--- src/rtl/sram_lane_pkg.sv ---
package sram_lane_pkg;

  typedef enum logic [2:0] {
    PH_IDLE = 3'd0,
    PH_WSET = 3'd1,
    PH_WSTB = 3'd2,
    PH_READ = 3'd3,
    PH_RCVR = 3'd4
  } phase_t;

  function automatic int max4(int a, int b, int c, int d);
    int m;
    m = a;
    if (b > m) m = b;
    if (c > m) m = c;
    if (d > m) m = d;
    return m;
  endfunction

endpackage

--- src/rtl/sram_lane_seq.sv ---
module sram_lane_seq
  import sram_lane_pkg::*;
#(
  parameter int SETUP_CYC  = 1,
  parameter int STROBE_CYC = 1,
  parameter int IDLE_CYC   = 1,
  parameter int READ_CYC   = 2
) (
  input  logic   clk,
  input  logic   rst_n,
  input  logic   req_valid,
  input  logic   req_write,
  output logic   req_ready,
  output logic   accept,
  output logic   sample,
  output phase_t ph_nxt
);

  localparam int MAXC  = max4(SETUP_CYC, STROBE_CYC, IDLE_CYC, READ_CYC);
  localparam int CNT_W = (MAXC < 2) ? 1 : $clog2(MAXC);

  phase_t           ph_q;
  logic [CNT_W-1:0] cnt_q, cnt_nxt;

  function automatic logic [CNT_W-1:0] load(int n);
    return CNT_W'(n - 1);
  endfunction

  assign req_ready = (ph_q == PH_IDLE);
  assign accept    = req_valid && req_ready;
  assign sample    = (ph_q == PH_READ) && (cnt_q == '0);

  always_comb begin
    ph_nxt  = ph_q;
    cnt_nxt = (cnt_q != '0) ? cnt_q - 1'b1 : cnt_q;
    unique case (ph_q)
      PH_IDLE: if (req_valid) begin
        ph_nxt  = req_write ? PH_WSET : PH_READ;
        cnt_nxt = req_write ? load(SETUP_CYC) : load(READ_CYC);
      end
      PH_WSET: if (cnt_q == '0) begin
        ph_nxt  = PH_WSTB;
        cnt_nxt = load(STROBE_CYC);
      end
      PH_WSTB, PH_READ: if (cnt_q == '0) begin
        ph_nxt  = PH_RCVR;
        cnt_nxt = load(IDLE_CYC);
      end
      PH_RCVR: if (cnt_q == '0) ph_nxt = PH_IDLE;
      default: ph_nxt = PH_IDLE;
    endcase
  end

  always_ff @(posedge clk or negedge rst_n) begin
    if (!rst_n) begin
      ph_q  <= PH_IDLE;
      cnt_q <= '0;
    end else begin
      ph_q  <= ph_nxt;
      cnt_q <= cnt_nxt;
    end
  end

  AST_BUSY_AFTER_TAKE: assert property (@(posedge clk) disable iff (!rst_n)
    accept |=> !req_ready);

endmodule

--- src/rtl/sram_lane_pins.sv ---
module sram_lane_pins
  import sram_lane_pkg::*;
#(
  parameter int ADDR_W = 17,
  parameter int LANES  = 4,
  parameter int LANE_W = 8,
  localparam int DATA_W = LANES * LANE_W
) (
  input  logic              clk,
  input  logic              rst_n,
  input  logic              accept,
  input  phase_t            ph_nxt,
  input  logic              req_write,
  input  logic [ADDR_W-1:0] req_addr,
  input  logic [DATA_W-1:0] req_wdata,
  input  logic [LANES-1:0]  req_mask,
  output logic [LANES-1:0]  mask_q,
  output logic [ADDR_W-1:0] mem_addr,
  output logic [LANES-1:0]  mem_ce_n,
  output logic              mem_we_n,
  output logic              mem_oe_n,
  output logic [DATA_W-1:0] mem_dq_o,
  output logic              mem_dq_oe
);

  logic             wr_q;
  logic             cur_wr;
  logic [LANES-1:0] cur_mask;

  assign cur_wr   = accept ? req_write : wr_q;
  assign cur_mask = accept ? req_mask  : mask_q;

  always_ff @(posedge clk or negedge rst_n) begin
    if (!rst_n) begin
      wr_q     <= 1'b0;
      mask_q   <= '0;
      mem_addr <= '0;
      mem_dq_o <= '0;
    end else if (accept) begin
      wr_q     <= req_write;
      mask_q   <= req_mask;
      mem_addr <= req_addr;
      mem_dq_o <= req_wdata;
    end
  end

  always_ff @(posedge clk or negedge rst_n) begin
    if (!rst_n) begin
      mem_we_n  <= 1'b1;
      mem_oe_n  <= 1'b1;
      mem_dq_oe <= 1'b0;
    end else begin
      mem_we_n  <= (ph_nxt != PH_WSTB);
      mem_oe_n  <= (ph_nxt != PH_READ);
      mem_dq_oe <= (ph_nxt == PH_WSET) || (ph_nxt == PH_WSTB) ||
                   ((ph_nxt == PH_RCVR) && cur_wr);
    end
  end

  for (genvar g = 0; g < LANES; g++) begin : g_lane_en
    always_ff @(posedge clk or negedge rst_n) begin
      if (!rst_n) mem_ce_n[g] <= 1'b1;
      else        mem_ce_n[g] <= !((ph_nxt == PH_READ) ||
                                   (((ph_nxt == PH_WSET) || (ph_nxt == PH_WSTB)) && cur_mask[g]));
    end
  end

  AST_NO_CONTENTION: assert property (@(posedge clk) disable iff (!rst_n)
    mem_dq_oe |-> mem_oe_n);
  AST_TURNAROUND_GAP: assert property (@(posedge clk) disable iff (!rst_n)
    $rose(mem_dq_oe) |-> $past(mem_oe_n));
  AST_STROBE_NO_TURN: assert property (@(posedge clk) disable iff (!rst_n)
    !mem_we_n |-> ($stable(mem_dq_oe) && mem_dq_oe));
  AST_STROBE_ENDS_DRIVEN: assert property (@(posedge clk) disable iff (!rst_n)
    !mem_we_n |=> mem_dq_oe);
  AST_STROBE_HOLD: assert property (@(posedge clk) disable iff (!rst_n)
    !mem_we_n |-> ($stable(mem_addr) && $stable(mem_dq_o) && $stable(mem_ce_n)));
  AST_READ_ALL_LANES: assert property (@(posedge clk) disable iff (!rst_n)
    !mem_oe_n |-> (mem_ce_n == '0));

endmodule

--- src/rtl/sram_lane_capture.sv ---
module sram_lane_capture #(
  parameter int LANES  = 4,
  parameter int LANE_W = 8,
  localparam int DATA_W = LANES * LANE_W
) (
  input  logic              clk,
  input  logic              rst_n,
  input  logic              sample,
  input  logic [LANES-1:0]  mask,
  input  logic [DATA_W-1:0] mem_dq_i,
  output logic              rsp_valid,
  output logic [DATA_W-1:0] rsp_rdata
);

  always_ff @(posedge clk or negedge rst_n) begin
    if (!rst_n) rsp_valid <= 1'b0;
    else        rsp_valid <= sample;
  end

  for (genvar g = 0; g < LANES; g++) begin : g_lane_cap
    always_ff @(posedge clk or negedge rst_n) begin
      if (!rst_n)
        rsp_rdata[g*LANE_W +: LANE_W] <= '0;
      else if (sample)
        rsp_rdata[g*LANE_W +: LANE_W] <= mask[g] ? mem_dq_i[g*LANE_W +: LANE_W] : '0;
    end

    AST_UNASKED_LANE_ZERO: assert property (@(posedge clk) disable iff (!rst_n)
      (rsp_valid && !mask[g]) |-> (rsp_rdata[g*LANE_W +: LANE_W] == '0));
  end

  AST_RSP_SINGLE_PULSE: assert property (@(posedge clk) disable iff (!rst_n)
    rsp_valid |=> !rsp_valid);

endmodule

--- src/rtl/sram_lane_ctrl.sv ---
module sram_lane_ctrl
  import sram_lane_pkg::*;
#(
  parameter int ADDR_W     = 17,
  parameter int LANES      = 4,
  parameter int LANE_W     = 8,
  parameter int SETUP_CYC  = 1,
  parameter int STROBE_CYC = 1,
  parameter int IDLE_CYC   = 1,
  parameter int READ_CYC   = 2,
  localparam int DATA_W    = LANES * LANE_W
) (
  input  logic              clk,
  input  logic              rst_n,
  input  logic              req_valid,
  output logic              req_ready,
  input  logic              req_write,
  input  logic [ADDR_W-1:0] req_addr,
  input  logic [DATA_W-1:0] req_wdata,
  input  logic [LANES-1:0]  req_mask,
  output logic              rsp_valid,
  output logic [DATA_W-1:0] rsp_rdata,
  output logic [ADDR_W-1:0] mem_addr,
  output logic [LANES-1:0]  mem_ce_n,
  output logic              mem_we_n,
  output logic              mem_oe_n,
  output logic [DATA_W-1:0] mem_dq_o,
  output logic              mem_dq_oe,
  input  logic [DATA_W-1:0] mem_dq_i
);

  logic             accept;
  logic             sample;
  phase_t           ph_nxt;
  logic [LANES-1:0] mask_q;

  sram_lane_seq #(
    .SETUP_CYC (SETUP_CYC),
    .STROBE_CYC(STROBE_CYC),
    .IDLE_CYC  (IDLE_CYC),
    .READ_CYC  (READ_CYC)
  ) u_seq (
    .clk      (clk),
    .rst_n    (rst_n),
    .req_valid(req_valid),
    .req_write(req_write),
    .req_ready(req_ready),
    .accept   (accept),
    .sample   (sample),
    .ph_nxt   (ph_nxt)
  );

  sram_lane_pins #(
    .ADDR_W(ADDR_W),
    .LANES (LANES),
    .LANE_W(LANE_W)
  ) u_pins (
    .clk      (clk),
    .rst_n    (rst_n),
    .accept   (accept),
    .ph_nxt   (ph_nxt),
    .req_write(req_write),
    .req_addr (req_addr),
    .req_wdata(req_wdata),
    .req_mask (req_mask),
    .mask_q   (mask_q),
    .mem_addr (mem_addr),
    .mem_ce_n (mem_ce_n),
    .mem_we_n (mem_we_n),
    .mem_oe_n (mem_oe_n),
    .mem_dq_o (mem_dq_o),
    .mem_dq_oe(mem_dq_oe)
  );

  sram_lane_capture #(
    .LANES (LANES),
    .LANE_W(LANE_W)
  ) u_cap (
    .clk      (clk),
    .rst_n    (rst_n),
    .sample   (sample),
    .mask     (mask_q),
    .mem_dq_i (mem_dq_i),
    .rsp_valid(rsp_valid),
    .rsp_rdata(rsp_rdata)
  );

  AST_IDLE_QUIET: assert property (@(posedge clk) disable iff (!rst_n)
    req_ready |-> (mem_we_n && mem_oe_n && !mem_dq_oe && (&mem_ce_n)));

endmodule

--- config.mk ---
export PLATFORM = sky130hd
export DESIGN_NAME = sram_lane_ctrl
export DESIGN_NICKNAME = d
export VERILOG_FILES = /design/src/rtl/sram_lane_pkg.sv /design/src/rtl/sram_lane_seq.sv /design/src/rtl/sram_lane_pins.sv /design/src/rtl/sram_lane_capture.sv /design/src/rtl/sram_lane_ctrl.sv
export SDC_FILE = /design/constraint.sdc
export NUM_CORES = 1
export LEC_CHECK = 0
export BUFFER_PORTS_ARGS = -buffer_cell sky130_fd_sc_hd__buf_2
export CAP_MARGIN = 15
export CORE_ASPECT_RATIO = 1.4
export CORE_UTILIZATION = 43
export CTS_CLUSTER_SIZE = 8
export DETAILED_ROUTE_END_ITERATION = 8
export HOLD_SLACK_MARGIN = 0.12
export PLACE_DENSITY = 0.87
export SLEW_MARGIN = 0
export SYNTH_ARGS = -nofsm -noshare
export SYNTH_HDL_FRONTEND = slang
export SYNTH_SLANG_ARGS = --single-unit
export TNS_END_PERCENT = 10
--- constraint.sdc ---
create_clock -name clk -period 1.45 [get_ports clk]
set_input_delay 0.29 -clock clk [delete_from_list [all_inputs] [get_ports clk]]
set_output_delay 0.29 -clock clk [all_outputs]
set_load 0.01 [all_outputs]
* Word level (Yosys, flattened, before mapping)
Index checks and enable logic that the tools add are counted.
** Storage, ports and cells
- Bits in registers :: 98
- Latch bits :: 0
- Bits in writable memories :: 0
- Memory bits (read-only) :: 0
- Input bits :: 89
- Output and inout port bits :: 90
- Word-level logic and storage cells :: 67
- Memories :: 0
** Operators by class
- Add/sub/neg operators :: 1
- Multipliers :: 0
- Divide/modulo/power cells :: 0
- Order comparisons :: 0
- Equal/unequal tests :: 10
- Shifts and indexed selects :: 0
- Muxes and demuxes :: 17
- Bitwise operators :: 1
- Reduce and logical (&&, ||, !) cells :: 20
** Operator list (number)
- 8-bit 2-to-1 mux :: 4
- 3-bit by 2-bit == test with 1-bit output (second input constant) :: 4
- 3-bit 2-to-1 mux :: 4
- 3-bit case mux with 4 select lines :: 1
- 1-bit logical AND :: 7
- 3-bit by 1-bit == test with 1-bit output (second input constant) :: 2
- 3-bit == test (second input constant) :: 2
- 1-bit logical OR :: 6
- 3-bit by 2-bit != test with 1-bit output (second input constant) :: 2
- 1-bit 2-to-1 mux :: 5
- 1-bit logical NOT :: 4
- 4-bit 2-to-1 mux :: 1
- 3-bit logical NOT :: 1
- 3-bit OR reduction :: 1
- 2-bit 2-to-1 mux :: 1
- 1-bit case mux with 2 select lines :: 1
- 2-bit OR reduction :: 1
- 1-bit NOT :: 1
- 1-bit subtractor (second input constant) :: 1

* Depth between registers and ports, before layout
- Word-level depth :: 8
- Mapped depth :: 6
- Mapped depth without buffers :: 3

* By module
A second synthesis with hierarchy kept.
** Unflattened totals
- Cells, all modules :: 300
- Area, all modules :: 3925.0 um^2
** Modules (own cells, without submodules)
- sram_lane_pins :: instances 1, cells each 142, area an instance 2373.5 um^2, seq. area each 1534.0 um^2
- sram_lane_capture :: instances 1, cells each 140, area an instance 1357.6 um^2, seq. area each 825.8 um^2
- sram_lane_seq :: instances 1, cells each 18, area an instance 193.9 um^2, seq. area each 100.1 um^2

* Worst setup path after synthesis
OpenSTA, ideal clock, no wires.
- Path kind :: reg2reg
- Start :: register u_seq.ph_q[1]
- End :: register u_pins.mem_addr[10]
- Library setup time :: 0.125 ns
- Data arrival time :: 1.448 ns
- Required time :: 1.325 ns
- Setup slack :: -0.123 ns
- Stages on the path, launching flop included :: 6
- Buffers on the path :: 3
- Clock period less this slack :: 1.573 ns
- Path through :: dfrtp_1 -> buf_6 -> nor4b_4 -> buf_12 -> buf_12 -> mux2_4
** On the way
- Word-level cells in the longest chain between the ends :: 2
** RTL lines
- start: declaration :: line sram_lane_seq.sv:22 : phase_t ph_q;
- start signal: assignment :: line sram_lane_seq.sv:59 : ph_q <= ph_nxt;
- 3-bit logical NOT :: line sram_lane_seq.sv:29 : assign req_ready = (ph_q == PH_IDLE);
- 1-bit logical AND :: line sram_lane_seq.sv:30 : assign accept = req_valid && req_ready;
- end signal: assignment :: line sram_lane_pins.sv:42 : mem_addr <= req_addr;
- end: declaration :: line sram_lane_pins.sv:18 : output logic [ADDR_W-1:0] mem_addr,
No other way between the ends.
A chain may end at the register's enable or synchronous reset.

* Worst setup path in the final report
- Start :: register u_seq.ph_q[1]
- End :: register u_pins.mem_dq_oe
** On the way
- Elaborated cells between the ends (all ways) :: 19
- Those cells by class :: 7 x eq/ne; 6 x mux; 6 x reduce/logical
** RTL lines
- 3-bit logical NOT :: line sram_lane_seq.sv:29
- 1-bit logical AND :: line sram_lane_seq.sv:30
- 1-bit 2-to-1 mux
- via u_pins.cur_wr :: line sram_lane_pins.sv:27 : logic cur_wr;
- 1-bit logical AND :: line sram_lane_pins.sv:56 : ((ph_nxt == PH_RCVR) && cur_wr);
- 1-bit logical OR :: line sram_lane_pins.sv:55 : mem_dq_oe <= (ph_nxt == PH_WSET) || (ph_nxt == PH_WSTB) ||
- end signal: assignment :: line sram_lane_pins.sv:55
- end: declaration :: line sram_lane_pins.sv:23 : output logic mem_dq_oe
The timed path passes the listed nets, and every way through them passes these cells.

==> flow_summary.toml <==
[status]
status = "finished with violations"
violations = "design-rule violations, negative setup slack"

[floorplan]
pin_count = 179
die_x_um = 84.1
row_count = 41
die_h_um = 117
core_um2 = 9080
initial_core_util = 0.446
die_area_um2 = 9830

[global_route]
antenna_found_initial = 1
grt.total_usage = 0.188
grt_max_degree = 66
grt_pass1_wl_mm = 14.2
grt_pass1_vias = 2902
grt.overflow.total = 0

[worst_setup_path]
ff2ff_path_depth = 5
cp-end-kind = "flip-flop"
start_kind = "flip-flop"
max_stage_delay_ns = 0.40
cp_data_required_time_ns = 1.67
crit_type = "flip-flop to flip-flop"
crit_slowest_cell = "dfrtp_1"
cp.arrival_ns = 1.82
worstPathCellList = "buf_6 > nor4b_4 > buf_12 > mux2_2 > a21o_1"
critPathMaxFanout = 14

[clocking]
clk_latency_ns = 0.33
cts_root_buffer = "clkbuf_16"
cts_max_level = 3
cts_made_buffers = 9
clock_path_buffers = 2
cts.sinks = 98
tritoncts = "built"
clk_pin_slew_ns = 0.07

[drt]
vias = 2927
first_iter_violations = 123
drc = 48
wl_per_cell_um = 15.0
postRouteAntennaNets = 0
viasPerCell = 4.83
wirelength_mm = 9.11
dr.pass1.iters = 6

[sta]
rsz0062_at_grt = "yes"
min_period_ns = 1.60
fmax_mhz = 625
skew_ns = 0.00857
drv_slew = 0
timing.final.crit_share = 1.10
setup_viol_count_final = 60
hold_viol = 0
slew-limit-headroom = 0.733
fin_ws_ns = -0.150
tightest_slew_ns = 0.399

[synthesis]
synth_edf_count = 0
yosysTopAreaCell = "dfrtp_1"
synth.area.top_cells = "dfrtp_1 57%, mux2_4 19%, nand2_1 6.1%"
yosys.area.top_type_share = 0.568
yosysUniqueCellTypes = 29
yosysWarnings = 0
syn_avg_cell_area_um2 = 13.6
synth_common_cells = "92 x dfrtp_1, 66 x nand2_1, 52 x mux2_4"
synthArstFlopShare = 1.00
syn_area_um2 = 4050
synth-seq-cells = 98
synth_seq_area_share = 0.607
synthFlopType = "dfrtp_1"
syn_nets = 387
synth_cells = 298
yosysMostFrequentCell = "dfrtp_1"

[power]
seqPwrFrac = 0.380
swShare = 0.326
p_clk_frac = 0.196
power.internal_mw = 8.54
vdd_drop_max_uv = 1090
powerDensity_nw_per_um2 = 2290
switchingPower_mw = 4.14
combinationalPowerShare = 0.423
leakage_nw = 2.88

[cells_and_area]
syn2layout_area_growth_pct = 36.3
fillers = 713
drive_gt1_frac = 0.570
nets = 582
finish.utilization = 0.609

[worst_hold_path]
hold_class = "primary input to flip-flop"
min_path_cells = 2

[placement]
portBuffers = 178
place.gp.congestion = 0.789
pre_cts_ws_ns = -0.137
dp_hpwl_mm = 6.71

[job]
drv_cap = 0
==> repair_timing <==
action,4_1_cts,5_1_grt
pin swaps,2,0
hold buffers,1,0
hold endpoints to repair,92,0
gates cloned,0,0
resized for setup,5,4
endpoints found under the setup margin,58,61
buffers inserted,2,1
==> placed cells by master (no fill, tap or decap) <==
master and instances:
dlygate4sd3_1 1, nand2b_1 1, nor2_1 1, dfrtp_1 92, mux2_4 53, o21ai_0 30
a31o_1 1, nand2_1 66, nor2b_1 2, a21oi_2 3, bufinv_16 2, o21bai_1 1
clkbuf_1 3, buf_4 17, clkbuf_16 9, mux2_2 1, clkinvlp_4 1, buf_6 3
buf_12 6, o32ai_1 2, a21oi_4 1, buf_2 177, dfstp_2 6, a21oi_1 3
diode_2 1, nand4bb_2 1, or4b_1 1, nand3_1 1, a21o_1 1, nor4b_4 1
clkinv_4 1, inv_1 3, nor3b_1 2, o21ai_1 3, nor3_2 1, or2_2 1
==> power groups by stage <==
stage               logic, mW  registers (mW)  clock network, mW
floorplan                2.98            5.19                  0
global placement         5.08            4.79                  0
detailed placement       5.26            4.86                  0
CTS                      5.36            4.84               2.55
global route             5.82            4.97               2.64
finish                   5.36            4.82               2.49
==> through the flow <==
| step | instance area [µm²] | hold WS, ns | std cells | power (mW) | setup TNS (ns) |
|---|---|---|---|---|---|
| finish | 5530 | 0.184 | 606 | 12.7 | -5.91 |
| detailed placement | 5140 | 0.305 | 585 | 10.1 | -3.74 |
| global placement | 5140 | 0.302 | 585 | 9.87 | -2.40 |
| global route | 5520 | 0.172 | 605 | 13.4 | -9.47 |
| floorplan | 4060 | -0.00559 | 298 | 8.17 | -5.34 |
| CTS | 5500 | 0.170 | 604 | 12.7 | -6.38 |
==> area by class of cell <==
cell class / instances / area, µm² / area share
Inverter: 3 / 11.3 / 0.00204
Clock buffer: 12 / 236 / 0.0428
Timing Repair Buffer: 204 / 1180 / 0.213
Tap cell: 107 / 134 / 0.0242
Multi-Input combinational cell: 177 / 1430 / 0.258
Clock inverter: 4 / 76.3 / 0.0138
Sequential cell: 98 / 2460 / 0.445
Antenna cell: 1 / 2.50 / 0.000453
==> flip-flops by register name (all words and copies together), names as in the netlist <==
| register | cells |
|---|---|
| u_pins.mem_dq_o | 32 |
| u_pins.wr_q | 1 |
| u_pins.mask_q | 4 |
| u_seq.ph_q | 3 |
| u_cap.rsp_valid | 1 |
| u_pins.mem_we_n | 1 |
| u_pins.mem_addr | 17 |
| u_pins.mem_ce_n | 4 |
| u_seq.cnt_q | 1 |
| u_pins.mem_dq_oe | 1 |
| u_cap.rsp_rdata | 32 |
| u_pins.mem_oe_n | 1 |
==> cells by family after synthesis <==
kind of cell    after synthesis  share of synthesized area
mux                          54                      0.198
buf+inv                      23                     0.0491
simple gates                 78                     0.0855
compound gates               45                     0.0605
flops                        98                      0.607
==> layer usage <==
metal | track usage | up-vias | part of all wire
li1 | - | 1392 | -
met1 | 0.210 | 1403 | 0.38
met2 | 0.328 | 106 | 0.52
met3 | 0.0582 | 24 | 0.067
met4 | 0.0920 | 2 | 0.032
met5 | 0 | - | 0.0014
==> path summary, 6_finish.rpt <==
| kind | slack, ns | start | end |
|---|---|---|---|
| max in group asynchronous | 0.67 | rst_n | u_pins.mem_ce_n[1] |
| min in group asynchronous | 0.49 | rst_n | u_pins.mem_addr[1] |
| worst min register to register | 0.48 | u_cap.rsp_rdata[22] | u_cap.rsp_rdata[22] |
| worst max-delay path | -0.15 | u_seq.ph_q[1] | u_pins.mem_dq_oe |
| worst min-delay path | 0.18 | req_addr[7] | u_pins.mem_addr[7] |
| worst max register to register | -0.15 | u_seq.ph_q[1] | u_pins.mem_dq_oe |
==> worst max-delay path: cells and delay by family (launching register included) <==
| family | cells | cell delay, ns |
|---|---|---|
| and+or+nand+nor | 1 | 0.26 |
| buffers and inverters | 2 | 0.32 |
| AOI/OAI and AO/OA | 1 | 0.18 |
| muxes | 1 | 0.35 |
| DFF | 1 | 0.40 |
Power figures use the tool's default switching activity.
